--- src/rtl/ssi_pkg.sv ---
// Package: shared constants, register addresses and configuration type
// for the slave synchronous serial port.
package ssi_pkg;
    localparam int unsigned BUS_W    = 32;
    localparam int unsigned WORD_MAX = 24;
    localparam int unsigned NSLOT    = 32;
    localparam int unsigned SLOT_W   = $clog2(NSLOT);
    localparam int unsigned BIT_W    = $clog2(WORD_MAX + 1);

    typedef enum logic [2:0] {
        A_CTRL = 3'd0,
        A_MASK = 3'd1,
        A_TXD  = 3'd2,
        A_RXD  = 3'd3,
        A_STAT = 3'd4
    } reg_addr_e;

    // Packed so that it maps directly onto CTRL[8:0].
    typedef struct packed {
        logic              en;
        logic [SLOT_W-1:0] slots_m1;
        logic              net;
        logic [1:0]        wsize;
    } ssi_cfg_t;

    // Word length in bits for a size code; codes 2 and 3 both mean 24.
    function automatic logic [BIT_W-1:0] word_bits(input logic [1:0] code);
        case (code)
            2'd0:    word_bits = BIT_W'(8);
            2'd1:    word_bits = BIT_W'(16);
            default: word_bits = BIT_W'(24);
        endcase
    endfunction
endpackage

--- src/rtl/ssi_sync_edge.sv ---
// Module: ssi_sync_edge
// Moves N asynchronous serial pins into the system clock domain through
// STAGES flip-flops. It then reports the rising and falling edges of bit 0
// (the serial clock). All bits go through the same number of stages, so a
// data or sync bit stays aligned with the clock edge it belongs to.
// Assumes the serial clock half period is several system clocks long.
module ssi_sync_edge #(
    parameter int unsigned STAGES = 2,
    parameter int unsigned N      = 3
) (
    input  logic         clk,
    input  logic         rst_n,
    input  logic [N-1:0] raw,
    output logic [N-1:0] synced,
    output logic         rise,
    output logic         fall
);
    logic [N-1:0] pipe [STAGES];
    logic         clk_prev;

    genvar g;
    generate
        for (g = 0; g < STAGES; g++) begin : g_stage
            if (g == 0) begin : g_first
                // First stage: capture raw pins.
                always_ff @(posedge clk) begin
                    if (!rst_n) pipe[0] <= '0;
                    else        pipe[0] <= raw;
                end
            end else begin : g_next
                // Later stage: pass the previous stage on.
                always_ff @(posedge clk) begin
                    if (!rst_n) pipe[g] <= '0;
                    else        pipe[g] <= pipe[g-1];
                end
            end
        end
    endgenerate

    assign synced = pipe[STAGES-1];

    // Remember last synchronized serial clock level for edge detection.
    always_ff @(posedge clk) begin
        if (!rst_n) clk_prev <= 1'b0;
        else        clk_prev <= synced[0];
    end

    assign rise = synced[0] & ~clk_prev;
    assign fall = ~synced[0] & clk_prev;
endmodule

--- src/rtl/ssi_regs.sv ---
// Module: ssi_regs
// Register file: configuration, slot mask, transmit and receive holding
// words, and the status flags. Decoded strobes come from the top. Events
// from the datapath set flags; bus writes clear or reload them.
// Assumes at most one bus access per cycle.
module ssi_regs
    import ssi_pkg::*;
(
    input  logic                clk,
    input  logic                rst_n,
    input  logic [2:0]          addr,
    input  logic [BUS_W-1:0]    wdata,
    input  logic                wr_ctrl,
    input  logic                wr_mask,
    input  logic                wr_tx,
    input  logic                wr_stat,
    input  logic                rd_rx,
    input  logic                tx_take,
    input  logic                undr_evt,
    input  logic                rx_valid,
    input  logic [WORD_MAX-1:0] rx_word,
    output ssi_cfg_t            cfg,
    output logic [NSLOT-1:0]    mask,
    output logic [WORD_MAX-1:0] tx_hold,
    output logic                tx_empty,
    output logic                rx_full,
    output logic                flag_undr,
    output logic                flag_ovr,
    output logic [BUS_W-1:0]    rdata
);
    logic [WORD_MAX-1:0] rx_hold;

    // Configuration and mask registers.
    always_ff @(posedge clk) begin
        if (!rst_n) begin
            cfg  <= '0;
            mask <= '1;
        end else begin
            if (wr_ctrl) cfg  <= ssi_cfg_t'(wdata[$bits(ssi_cfg_t)-1:0]);
            if (wr_mask) mask <= wdata[NSLOT-1:0];
        end
    end

    // Transmit holding word; a write wins over a same-cycle take.
    always_ff @(posedge clk) begin
        if (!rst_n) begin
            tx_hold  <= '0;
            tx_empty <= 1'b1;
        end else if (wr_tx) begin
            tx_hold  <= wdata[WORD_MAX-1:0];
            tx_empty <= 1'b0;
        end else if (tx_take) begin
            tx_empty <= 1'b1;
        end
    end

    // Receive holding word; a new word wins over a same-cycle read.
    always_ff @(posedge clk) begin
        if (!rst_n) begin
            rx_hold <= '0;
            rx_full <= 1'b0;
        end else if (rx_valid) begin
            rx_hold <= rx_word;
            rx_full <= 1'b1;
        end else if (rd_rx) begin
            rx_full <= 1'b0;
        end
    end

    // Sticky error flags; setting wins over clearing.
    always_ff @(posedge clk) begin
        if (!rst_n) begin
            flag_undr <= 1'b0;
            flag_ovr  <= 1'b0;
        end else begin
            if (undr_evt)               flag_undr <= 1'b1;
            else if (wr_stat)           flag_undr <= 1'b0;
            if (rx_valid && rx_full)    flag_ovr  <= 1'b1;
            else if (wr_stat)           flag_ovr  <= 1'b0;
        end
    end

    // Read multiplexer.
    always_comb begin
        rdata = '0;
        case (addr)
            A_CTRL: rdata[$bits(ssi_cfg_t)-1:0] = cfg;
            A_MASK: rdata[NSLOT-1:0]            = mask;
            A_TXD:  rdata[WORD_MAX-1:0]         = tx_hold;
            A_RXD:  rdata[WORD_MAX-1:0]         = rx_hold;
            A_STAT: rdata[3:0] = {flag_ovr, flag_undr, rx_full, tx_empty};
            default: rdata = '0;
        endcase
    end
endmodule

--- src/rtl/ssi_frame_ctl.sv ---
// Module: ssi_frame_ctl
// Frame sequencer. A frame sync seen on a falling serial edge starts a
// frame and captures the configuration for it. Each word starts on the
// next rising edge, and its bits are counted on falling edges. In
// time-slot mode the words follow each other up to the captured slot
// count. A sync seen in the middle of a word restarts the frame.
// Assumes rise and fall never occur in the same cycle.
module ssi_frame_ctl
    import ssi_pkg::*;
(
    input  logic              clk,
    input  logic              rst_n,
    input  ssi_cfg_t          cfg,
    input  logic              rise,
    input  logic              fall,
    input  logic              fs,
    output logic              word_start,
    output logic              bit_shift,
    output logic              rx_sample,
    output logic              rx_last,
    output logic              in_word,
    output logic [SLOT_W-1:0] slot_idx,
    output logic [BIT_W-1:0]  f_wbits,
    output logic              f_net
);
    logic              start_pend;
    logic [BIT_W-1:0]  bit_idx;
    logic [SLOT_W-1:0] f_slots_m1;
    logic              last_bit;

    assign last_bit = (bit_idx == f_wbits - BIT_W'(1));

    // Frame, slot and bit counting.
    always_ff @(posedge clk) begin
        if (!rst_n) begin
            start_pend <= 1'b0;
            in_word    <= 1'b0;
            bit_idx    <= '0;
            slot_idx   <= '0;
            f_slots_m1 <= '0;
            f_wbits    <= BIT_W'(8);
            f_net      <= 1'b0;
        end else if (!cfg.en) begin
            start_pend <= 1'b0;
            in_word    <= 1'b0;
        end else if (fall) begin
            if (fs) begin
                start_pend <= 1'b1;
                in_word    <= 1'b0;
                bit_idx    <= '0;
                slot_idx   <= '0;
                f_slots_m1 <= cfg.slots_m1;
                f_wbits    <= word_bits(cfg.wsize);
                f_net      <= cfg.net;
            end else if (in_word) begin
                if (last_bit) begin
                    in_word <= 1'b0;
                    bit_idx <= '0;
                    if (f_net && slot_idx != f_slots_m1) begin
                        start_pend <= 1'b1;
                        slot_idx   <= slot_idx + SLOT_W'(1);
                    end
                end else begin
                    bit_idx <= bit_idx + BIT_W'(1);
                end
            end
        end else if (rise && start_pend) begin
            start_pend <= 1'b0;
            in_word    <= 1'b1;
        end
    end

    assign word_start = cfg.en & rise & start_pend;
    assign bit_shift  = cfg.en & rise & in_word & ~start_pend;
    assign rx_sample  = cfg.en & fall & in_word & ~fs;
    assign rx_last    = rx_sample & last_bit;
endmodule

--- src/rtl/ssi_tx_path.sv ---
// Module: ssi_tx_path
// Transmit shifter. At the start of each slot it either takes the holding
// word (left-aligned so the MSB leads) or sends zeros on underrun, or it
// stays undriven when the slot is masked. It shifts on each later rising
// edge of the word.
// Assumes word_start and bit_shift come from the same rising edge logic.
module ssi_tx_path
    import ssi_pkg::*;
(
    input  logic                clk,
    input  logic                rst_n,
    input  logic                en,
    input  logic                rise,
    input  logic                in_word,
    input  logic                word_start,
    input  logic                bit_shift,
    input  logic [SLOT_W-1:0]   slot_idx,
    input  logic                f_net,
    input  logic [BIT_W-1:0]    f_wbits,
    input  logic [NSLOT-1:0]    mask,
    input  logic [WORD_MAX-1:0] tx_hold,
    input  logic                tx_empty,
    output logic                tx_take,
    output logic                undr_evt,
    output logic                sd_out,
    output logic                oe
);
    logic [WORD_MAX-1:0] sh;
    logic                slot_on;
    logic [WORD_MAX-1:0] aligned;

    assign slot_on  = ~f_net | mask[slot_idx];
    assign aligned  = tx_hold << (BIT_W'(WORD_MAX) - f_wbits);
    assign tx_take  = word_start & slot_on & ~tx_empty;
    assign undr_evt = word_start & slot_on & tx_empty;

    // Shift register and pin enable update on rising serial edges.
    always_ff @(posedge clk) begin
        if (!rst_n) begin
            sh <= '0;
            oe <= 1'b0;
        end else if (!en) begin
            oe <= 1'b0;
        end else if (word_start) begin
            oe <= slot_on;
            sh <= tx_take ? aligned : '0;
        end else if (bit_shift) begin
            sh <= {sh[WORD_MAX-2:0], 1'b0};
        end else if (rise && !in_word) begin
            oe <= 1'b0;
        end
    end

    assign sd_out = sh[WORD_MAX-1];
endmodule

--- src/rtl/ssi_rx_path.sv ---
// Module: ssi_rx_path
// Receive shifter. It samples a bit on each falling edge of a word. On
// the last bit it presents the word right-aligned and masked to the frame
// word length, with a one-cycle valid pulse.
// Assumes rx_last is only raised together with rx_sample.
module ssi_rx_path
    import ssi_pkg::*;
(
    input  logic                clk,
    input  logic                rst_n,
    input  logic                rx_sample,
    input  logic                rx_last,
    input  logic                sd_in,
    input  logic [BIT_W-1:0]    f_wbits,
    output logic                rx_valid,
    output logic [WORD_MAX-1:0] rx_word
);
    logic [WORD_MAX-1:0] sh;
    logic [WORD_MAX-1:0] nxt;

    assign nxt = {sh[WORD_MAX-2:0], sd_in};

    // Sample serial data and emit completed words.
    always_ff @(posedge clk) begin
        if (!rst_n) begin
            sh       <= '0;
            rx_valid <= 1'b0;
            rx_word  <= '0;
        end else begin
            rx_valid <= rx_last;
            if (rx_sample) sh <= nxt;
            if (rx_last)   rx_word <= nxt & ~({WORD_MAX{1'b1}} << f_wbits);
        end
    end
endmodule

--- src/rtl/ssi_slave.sv ---
// Module: ssi_slave (top)
// Slave synchronous serial port: pin synchronizer, register file, frame
// sequencer, transmit and receive shifters. Register strobes are decoded
// here. Assumes the external serial clock is much slower than clk.
module ssi_slave
    import ssi_pkg::*;
#(
    parameter int unsigned SYNC_STAGES = 2
) (
    input  logic             clk,
    input  logic             rst_n,
    input  logic             bus_wr,
    input  logic             bus_rd,
    input  logic [2:0]       bus_addr,
    input  logic [BUS_W-1:0] bus_wdata,
    output logic [BUS_W-1:0] bus_rdata,
    input  logic             ser_clk,
    input  logic             ser_fs,
    input  logic             ser_din,
    output logic             ser_dout,
    output logic             ser_oe
);
    logic [2:0]          pins;
    logic                rise, fall;
    logic                wr_ctrl, wr_mask, wr_tx, wr_stat, rd_rx;
    ssi_cfg_t            cfg;
    logic                cfg_en;
    logic [NSLOT-1:0]    mask;
    logic [WORD_MAX-1:0] tx_hold;
    logic                tx_empty, rx_full, flag_undr, flag_ovr;
    logic                tx_take, undr_evt;
    logic                rx_valid;
    logic [WORD_MAX-1:0] rx_word;
    logic                word_start, bit_shift, rx_sample, rx_last, in_word;
    logic [SLOT_W-1:0]   slot_idx;
    logic [BIT_W-1:0]    f_wbits;
    logic                f_net;

    assign wr_ctrl = bus_wr & (bus_addr == A_CTRL);
    assign wr_mask = bus_wr & (bus_addr == A_MASK);
    assign wr_tx   = bus_wr & (bus_addr == A_TXD);
    assign wr_stat = bus_wr & (bus_addr == A_STAT);
    assign rd_rx   = bus_rd & (bus_addr == A_RXD);
    assign cfg_en  = cfg.en;

    ssi_sync_edge #(.STAGES(SYNC_STAGES), .N(3)) u_sync (
        .clk(clk), .rst_n(rst_n),
        .raw({ser_din, ser_fs, ser_clk}),
        .synced(pins), .rise(rise), .fall(fall)
    );

    ssi_regs u_regs (
        .clk(clk), .rst_n(rst_n), .addr(bus_addr), .wdata(bus_wdata),
        .wr_ctrl(wr_ctrl), .wr_mask(wr_mask), .wr_tx(wr_tx),
        .wr_stat(wr_stat), .rd_rx(rd_rx),
        .tx_take(tx_take), .undr_evt(undr_evt),
        .rx_valid(rx_valid), .rx_word(rx_word),
        .cfg(cfg), .mask(mask), .tx_hold(tx_hold), .tx_empty(tx_empty),
        .rx_full(rx_full), .flag_undr(flag_undr), .flag_ovr(flag_ovr),
        .rdata(bus_rdata)
    );

    ssi_frame_ctl u_frame (
        .clk(clk), .rst_n(rst_n), .cfg(cfg), .rise(rise), .fall(fall),
        .fs(pins[1]), .word_start(word_start), .bit_shift(bit_shift),
        .rx_sample(rx_sample), .rx_last(rx_last), .in_word(in_word),
        .slot_idx(slot_idx), .f_wbits(f_wbits), .f_net(f_net)
    );

    ssi_tx_path u_tx (
        .clk(clk), .rst_n(rst_n), .en(cfg_en), .rise(rise),
        .in_word(in_word), .word_start(word_start), .bit_shift(bit_shift),
        .slot_idx(slot_idx), .f_net(f_net), .f_wbits(f_wbits),
        .mask(mask), .tx_hold(tx_hold), .tx_empty(tx_empty),
        .tx_take(tx_take), .undr_evt(undr_evt),
        .sd_out(ser_dout), .oe(ser_oe)
    );

    ssi_rx_path u_rx (
        .clk(clk), .rst_n(rst_n), .rx_sample(rx_sample), .rx_last(rx_last),
        .sd_in(pins[2]), .f_wbits(f_wbits),
        .rx_valid(rx_valid), .rx_word(rx_word)
    );
endmodule

--- config.mk ---
export PLATFORM = sky130hd
export DESIGN_NAME = ssi_slave
export DESIGN_NICKNAME = d
export VERILOG_FILES = /design/src/rtl/ssi_pkg.sv /design/src/rtl/ssi_sync_edge.sv /design/src/rtl/ssi_regs.sv /design/src/rtl/ssi_frame_ctl.sv /design/src/rtl/ssi_tx_path.sv /design/src/rtl/ssi_rx_path.sv /design/src/rtl/ssi_slave.sv
export SDC_FILE = /design/constraint.sdc
export NUM_CORES = 1
export LEC_CHECK = 0
export BUFFER_PORTS_ARGS = -buffer_cell sky130_fd_sc_hd__clkbuf_2
export CORE_ASPECT_RATIO = 1.2
export CORE_MARGIN = 4
export CORE_UTILIZATION = 35
export CTS_BUF_LIST = sky130_fd_sc_hd__clkbuf_4
export CTS_CLUSTER_DIAMETER = 150
export DETAILED_ROUTE_END_ITERATION = 12
export PLACE_DENSITY_LB_ADDON = 0.1
export REMOVE_ABC_BUFFERS = 1
export SLEW_MARGIN = 10
export SYNTH_ARGS = -nofsm -noshare
export SYNTH_HDL_FRONTEND = slang
export SYNTH_SLANG_ARGS = --single-unit
--- constraint.sdc ---
create_clock -name clk -period 2.6 [get_ports clk]
set_input_delay 0.39 -clock clk [delete_from_list [all_inputs] [get_ports clk]]
set_output_delay 0.39 -clock clk [all_outputs]
set_load 0.05 [all_outputs]
After elaboration in Yosys (flattened, before gate mapping):

Memories as Yosys holds them, arrays and structs flattened.
Index checks and enable logic that the tools add are counted.

* register bits: 190
* RAM bits: 6
* input bits: 42
* output and inout port bits: 34
* logic and storage cells: 138
* memories kept: 1

Memory list
* u_sync.pipe: words 2, bits a word 3, read ports 2, clocked after Yosys merged registers in 0, write ports 2, RTL line ssi_sync_edge.sv:18 `logic [N-1:0] pipe [STAGES];`

* add/subtract/negate cells: 4
* magnitude comparators: 1
* equal/unequal tests: 11
* shift-type cells: 2
* multiplexer cells: 42
* bitwise operators: 29
* reduce and logical (&&, ||, !) cells: 24

Operators with widths (count)
* $mux W24: 3
* $pmux W15 S3: 1
* $mux W5: 7
* $and A24 B24 Y24: 1
* $mux W1: 24
* $not A24 Y24: 1
* $shl A24 B5 Y24: 1
* $shl A24 B5 Y24 const A: 1
* $pmux W4 S5: 1
* $pmux W5 S4: 1
* $reduce_bool A2 Y1: 10
* $and A1 B1 Y1: 18
* $add A5 B1 Y5 const B: 2
* $pmux W5 S2: 1
* $ne A3 B3 Y1 const B: 3
* $mux W8: 1
* $eq A3 B2 Y1 const B: 2
* $lt A5 B6 Y1 const B: 1
* $mux W3: 2
* $not A1 Y1: 6
* $reduce_and A2 Y1: 3
* $reduce_and A3 Y1: 2
* $bmux W1 S5: 1
* $eq A5 B5 Y1: 1
* 14 further kinds: 19

Longest topological paths before layout:

* word-level depth: 8
* gate-level depth with buffers: 11
* gate-level depth less buffers: 8

Cells and area by module:

Synthesis repeated with hierarchy kept, for this count alone.

* cells, all modules: 1016
* area, all modules: 10014.6 µm²

Modules (own cells, without submodules)
* ssi_regs: instances 1, cells each 398, area each 4202.8 µm², seq. area each 1861.8 µm²
* ssi_tx_path: instances 1, cells each 297, area each 2590.0 µm², seq. area each 500.5 µm²
* ssi_rx_path: instances 1, cells each 174, area each 1863.0 µm², seq. area each 960.9 µm²
* ssi_frame_ctl: instances 1, cells each 126, area each 1098.6 µm², seq. area each 400.4 µm²
* ssi_sync_edge: instances 1, cells each 16, area each 196.4 µm², seq. area each 140.1 µm²
* ssi_slave: instances 1, cells each 5, area each 63.8 µm², seq. area each 0.0 µm²

Worst setup path before layout:

No wires, ideal clock.

* kind: register to register
* from: reg u_frame.f_wbits[4]
* to: reg u_frame.slot_idx[0]
* setup time: 0.115 ns
* data arrival time: 2.322 ns
* data required time: 2.485 ns
* slack: 0.163 ns
* stages on the path, launching flop included: 10
* path buffers: 1
* clock period less this slack: 2.437 ns
* cell sequence: dfxtp_1 > clkbuf_1 > inv_2 > ha_1 > xor2_1 > nand4_1 > a311oi_1 > o21ai_1 > and2_1 > o21a_1

* cells in the longest elaborated chain, start to end: 4

RTL lines
* start, declared: RTL line ssi_frame_ctl.sv:23 `output logic [BIT_W-1:0] f_wbits,`
* start signal, assigned: RTL line ssi_frame_ctl.sv:53 `f_wbits <= word_bits(cfg.wsize);`
* $sub A5 B1 Y5: RTL line ssi_frame_ctl.sv:31 `assign last_bit = (bit_idx == f_wbits - BIT_W'(1));`
* $eq A5 B5 Y1: RTL line ssi_frame_ctl.sv:31
* $reduce_bool A2 Y1 (no line)
* $reduce_and A5 Y1 (no line)
* end signal, assigned: RTL line ssi_frame_ctl.sv:61 `slot_idx <= slot_idx + SLOT_W'(1);`
* end, declared: RTL line ssi_frame_ctl.sv:22 `output logic [SLOT_W-1:0] slot_idx,`

Every way passes these cells.
A chain may end at the register's enable or synchronous reset.

Worst setup path in the final report:

* from: reg u_frame.slot_idx[2]
* to: reg u_tx.sh[16]

* cells in the longest elaborated chain, start to end: 7

RTL lines
* $bmux W1 S5: RTL line ssi_tx_path.sv:32 `assign slot_on = ~f_net | mask[slot_idx];`
* $mux W1 (not written as such): RTL line ssi_tx_path.sv:32
* $or A1 B1 Y1: RTL line ssi_tx_path.sv:32
* $and A1 B1 Y1 (2 in a row): RTL line ssi_tx_path.sv:34 `assign tx_take = word_start & slot_on & ~tx_empty;`
* $mux W24: RTL line ssi_tx_path.sv:46 `sh <= tx_take ? aligned : '0;`
* $mux W24: RTL line ssi_tx_path.sv:44 `end else if (word_start) begin`
* end signal, assigned: RTL line ssi_tx_path.sv:46
* end signal, assigned: RTL line ssi_tx_path.sv:48 `sh <= {sh[WORD_MAX-2:0], 1'b0};`
* end, declared: RTL line ssi_tx_path.sv:28 `logic [WORD_MAX-1:0] sh;`

Every way passes these cells. The select of a mux whose other input is x is not followed.

==> flow_summary.toml <==
[flow_run]
cap_violations = 0

[clocking]
cts_sinks = 193
post_cts_buffers = 0
h-tree-depth = 4
clk_pin_slew_ns = 0.17
clk_latency_ns = 0.59
cts_tree = "built"
cts_max_path_buffers = 2
clock-root-buffer = "clkbuf_4"
cts_buffers = 17

[detailed_routing]
ant_nets = 0
vias = 7304
wl_mm = 25.8
drtPass1Iterations = 5
route.detailed.drc = 0
via_per_inst = 5.10
drtIter0Drc = 379
wl_per_cell_um = 18.0

[critical_path]
crit_path_start_kind = "flop"
critPathCaptureType = "flop"
worst-endpoint-arrival_ns = 2.98
worstSetupPathType = "flop to flop"
crit_required_ns = 3.13
critPathMaxFanout = 9

[global_routing]
grtUsageMet1_pct = 25.1
use_met2_pct = 30.4
use_met3_pct = 2.92
grt_pass1_wl_mm = 41.0
grt-ovfl-total = 0
grt_use_total_pct = 18.5
grt_pass1_vias = 7133
grt_max_degree = 106
grt_most_used_layer = "met2"
grt_antenna_before_repair = 1

[die]
fp.dieArea_um2 = 27900
start_util_pct = 35.7
core_area_um2 = 24800
fp.dieW_um = 153
rows = 63
die_y_um = 182
ios = 76

[yosys]
ys_seq_area_share_pct = 43.6
synth-async-reset-ratio_pct = 0
synth_seq_cells = 193
synth_flop_cell = "dfxtp_1"
netlist_instances = 1016
synth_edf_count = 0
netlist_area_um2 = 8860
synth.avg_cell_area_um2 = 8.72
ys_types = 51
yosys_warnings = 0

[placement]
dpl.hpwl_mm = 18.7
post_dp_cell_area_um2 = 9950
place.gp.congestion = 0.833
placedCellCount = 1381
io_buffers = 75

[hold_path]
hp-class = "input pin to flop"

[status]
status = "complete, no violations"

[timing]
slew_viol_final = 0
post-route-period-util_pct = 94.4
fmax_mhz = 407
hold-worst-slack_ns = 0.0466
skew_ns = 0.0279
tightest_slew_ns = 0.529
timing.setup.tns_ns = 0
post-route-min-period_ns = 2.46
rsz0062_at_grt = "false"
slew_headroom_pct = 64.6
setup_viol = 0
finalHoldViolations = 0

[layout]
final_common_cell = "nand2_1"
final_cell_count_no_fill = 1432
area_delta_synth_final_pct = 17.9
finish.utilization_pct = 42.1
drive_above_1_share_pct = 18.4
design_area_um2 = 10400
fin_nets = 1139
layout_common_cells = "228 x nand2_1, 191 x dfxtp_1, 88 x a21boi_1"

[power]
switchingPower_mw = 1.52
p_sw_share_pct = 28.8
seqPwrFrac_pct = 57.5
leakage_nw = 3.94
intPower_mw = 3.75
peakVddDrop_uv = 230
p_comb_share_pct = 9.5
clockPowerShare_pct = 33.0
powerDensity_nw_per_um2 = 504
[path summary, 6_finish.rpt]
check | from | endpoint | slack, ns | cells past startpoint
worst max register to register | u_frame.slot_idx[2]$_SDFFE_PN0P_ | u_tx.sh[16]$_SDFFE_PN0P_ | 0.14 | 7
worst min-delay path | bus_wdata[17] | u_regs.tx_hold[17]$_SDFFE_PN0P_ | 0.05 | 3
worst min register to register | u_sync.pipe[0][1]$_SDFF_PN0_ | u_sync.pipe[1][1]$_SDFF_PN0_ | 0.46 | 1
worst max-delay path | u_frame.slot_idx[2]$_SDFFE_PN0P_ | u_tx.sh[16]$_SDFFE_PN0P_ | 0.14 | 7
[repair_timing]
item                                    4_1_cts  5_1_grt
hold endpoints to repair                     20        1
hold buffers                                 17        1
endpoints found under the setup margin        8        1
resized for setup                             1        1
[cells in the mapped netlist, types with 4 or more instances]
cell type / n / area (µm²)
o21ai_2: 9 / 78.8
o211ai_1: 4 / 30.0
nand4_1: 9 / 56.3
a22oi_1: 31 / 233
nand3b_1: 10 / 75.1
a21oi_1: 45 / 225
dfxtp_1: 193 / 3860
nor2_1: 40 / 150
mux4_2: 11 / 248
o22ai_1: 4 / 25.0
or3_1: 9 / 56.3
o21ai_0: 18 / 90.1
nand3_1: 52 / 260
nand2_1: 228 / 856
mux2_2: 18 / 203
ha_1: 4 / 50.1
clkbuf_1: 60 / 225
buf_6: 7 / 78.8
and2_1: 21 / 131
buf_1: 8 / 30.0
a21boi_1: 88 / 661
xor2_1: 10 / 87.6
o21ai_1: 7 / 35.0
nor2b_1: 40 / 250
mux2i_1: 50 / 500
[layout make-up]
class	count	area [µm²]
Fill cell	2546	14400
Multi-Input combinational cell	742	4610
Sequential cell	193	3870
Timing Repair Buffer	137	1240
Tap cell	325	407
Clock inverter	15	186
Clock buffer	17	128
Inverter	2	7.51
Antenna cell	1	2.50
[power by group through the flow]
| stage | clock, mW | sequential (mW) | combinational, mW |
|---|---|---|---|
| floorplan | 0 | 3.08 | 0.228 |
| detailed placement | 0 | 3.09 | 0.484 |
| CTS | 1.81 | 3.03 | 0.506 |
| global route | 1.92 | 3.04 | 0.538 |
| global placement | 0 | 3.09 | 0.485 |
| finish | 1.74 | 3.03 | 0.501 |
[critical path, cell delays in order (launching register included)]
cell and delay (ns):
dfxtp_2 0.50, buf_4 0.23, mux2i_1 0.10, mux4_2 0.50
a22oi_2 0.18, nand2_2 0.10, or3_1 0.59, o21ai_2 0.21
[registers in the layout (all words and copies together), names as in the netlist, 6 cells and up]
signal and flops:
u_regs.cfg 9, u_regs.mask 32, u_regs.rx_hold 24, u_regs.tx_hold 24, u_rx.rx_word 24, u_rx.sh 23, u_sync.pipe 6, u_tx.sh 24
[metal layers]
layer / routed length [µm] / vias to the layer above
li1: - / 3653
met1: 12100 / 3502
met2: 12400 / 126
met3: 836 / 23
met4: 494 / 0
met5: 0 / -
[cells by family after synthesis]
kind of cell | after synthesis | share of synthesized area (%)
AND/OR/NAND/NOR | 431 | 22.7
buffers and inverters | 81 | 4.38
flip-flops | 193 | 43.6
AO/OA/AOI/OAI | 215 | 16.8
XOR/XNOR | 13 | 1.29
adder cells (fa/ha/maj) | 4 | 0.565
multiplexers | 79 | 10.7
[stage by stage]
step                      power (mW)  worst slack, ns
after floorplan                 3.30           -0.645
after global placement          3.58           0.0797
after detailed placement        3.58         -0.00577
after CTS                       5.35           0.0872
after global routing            5.49           0.0273
final                           5.27            0.145
(Power assumes the default switching activity.)
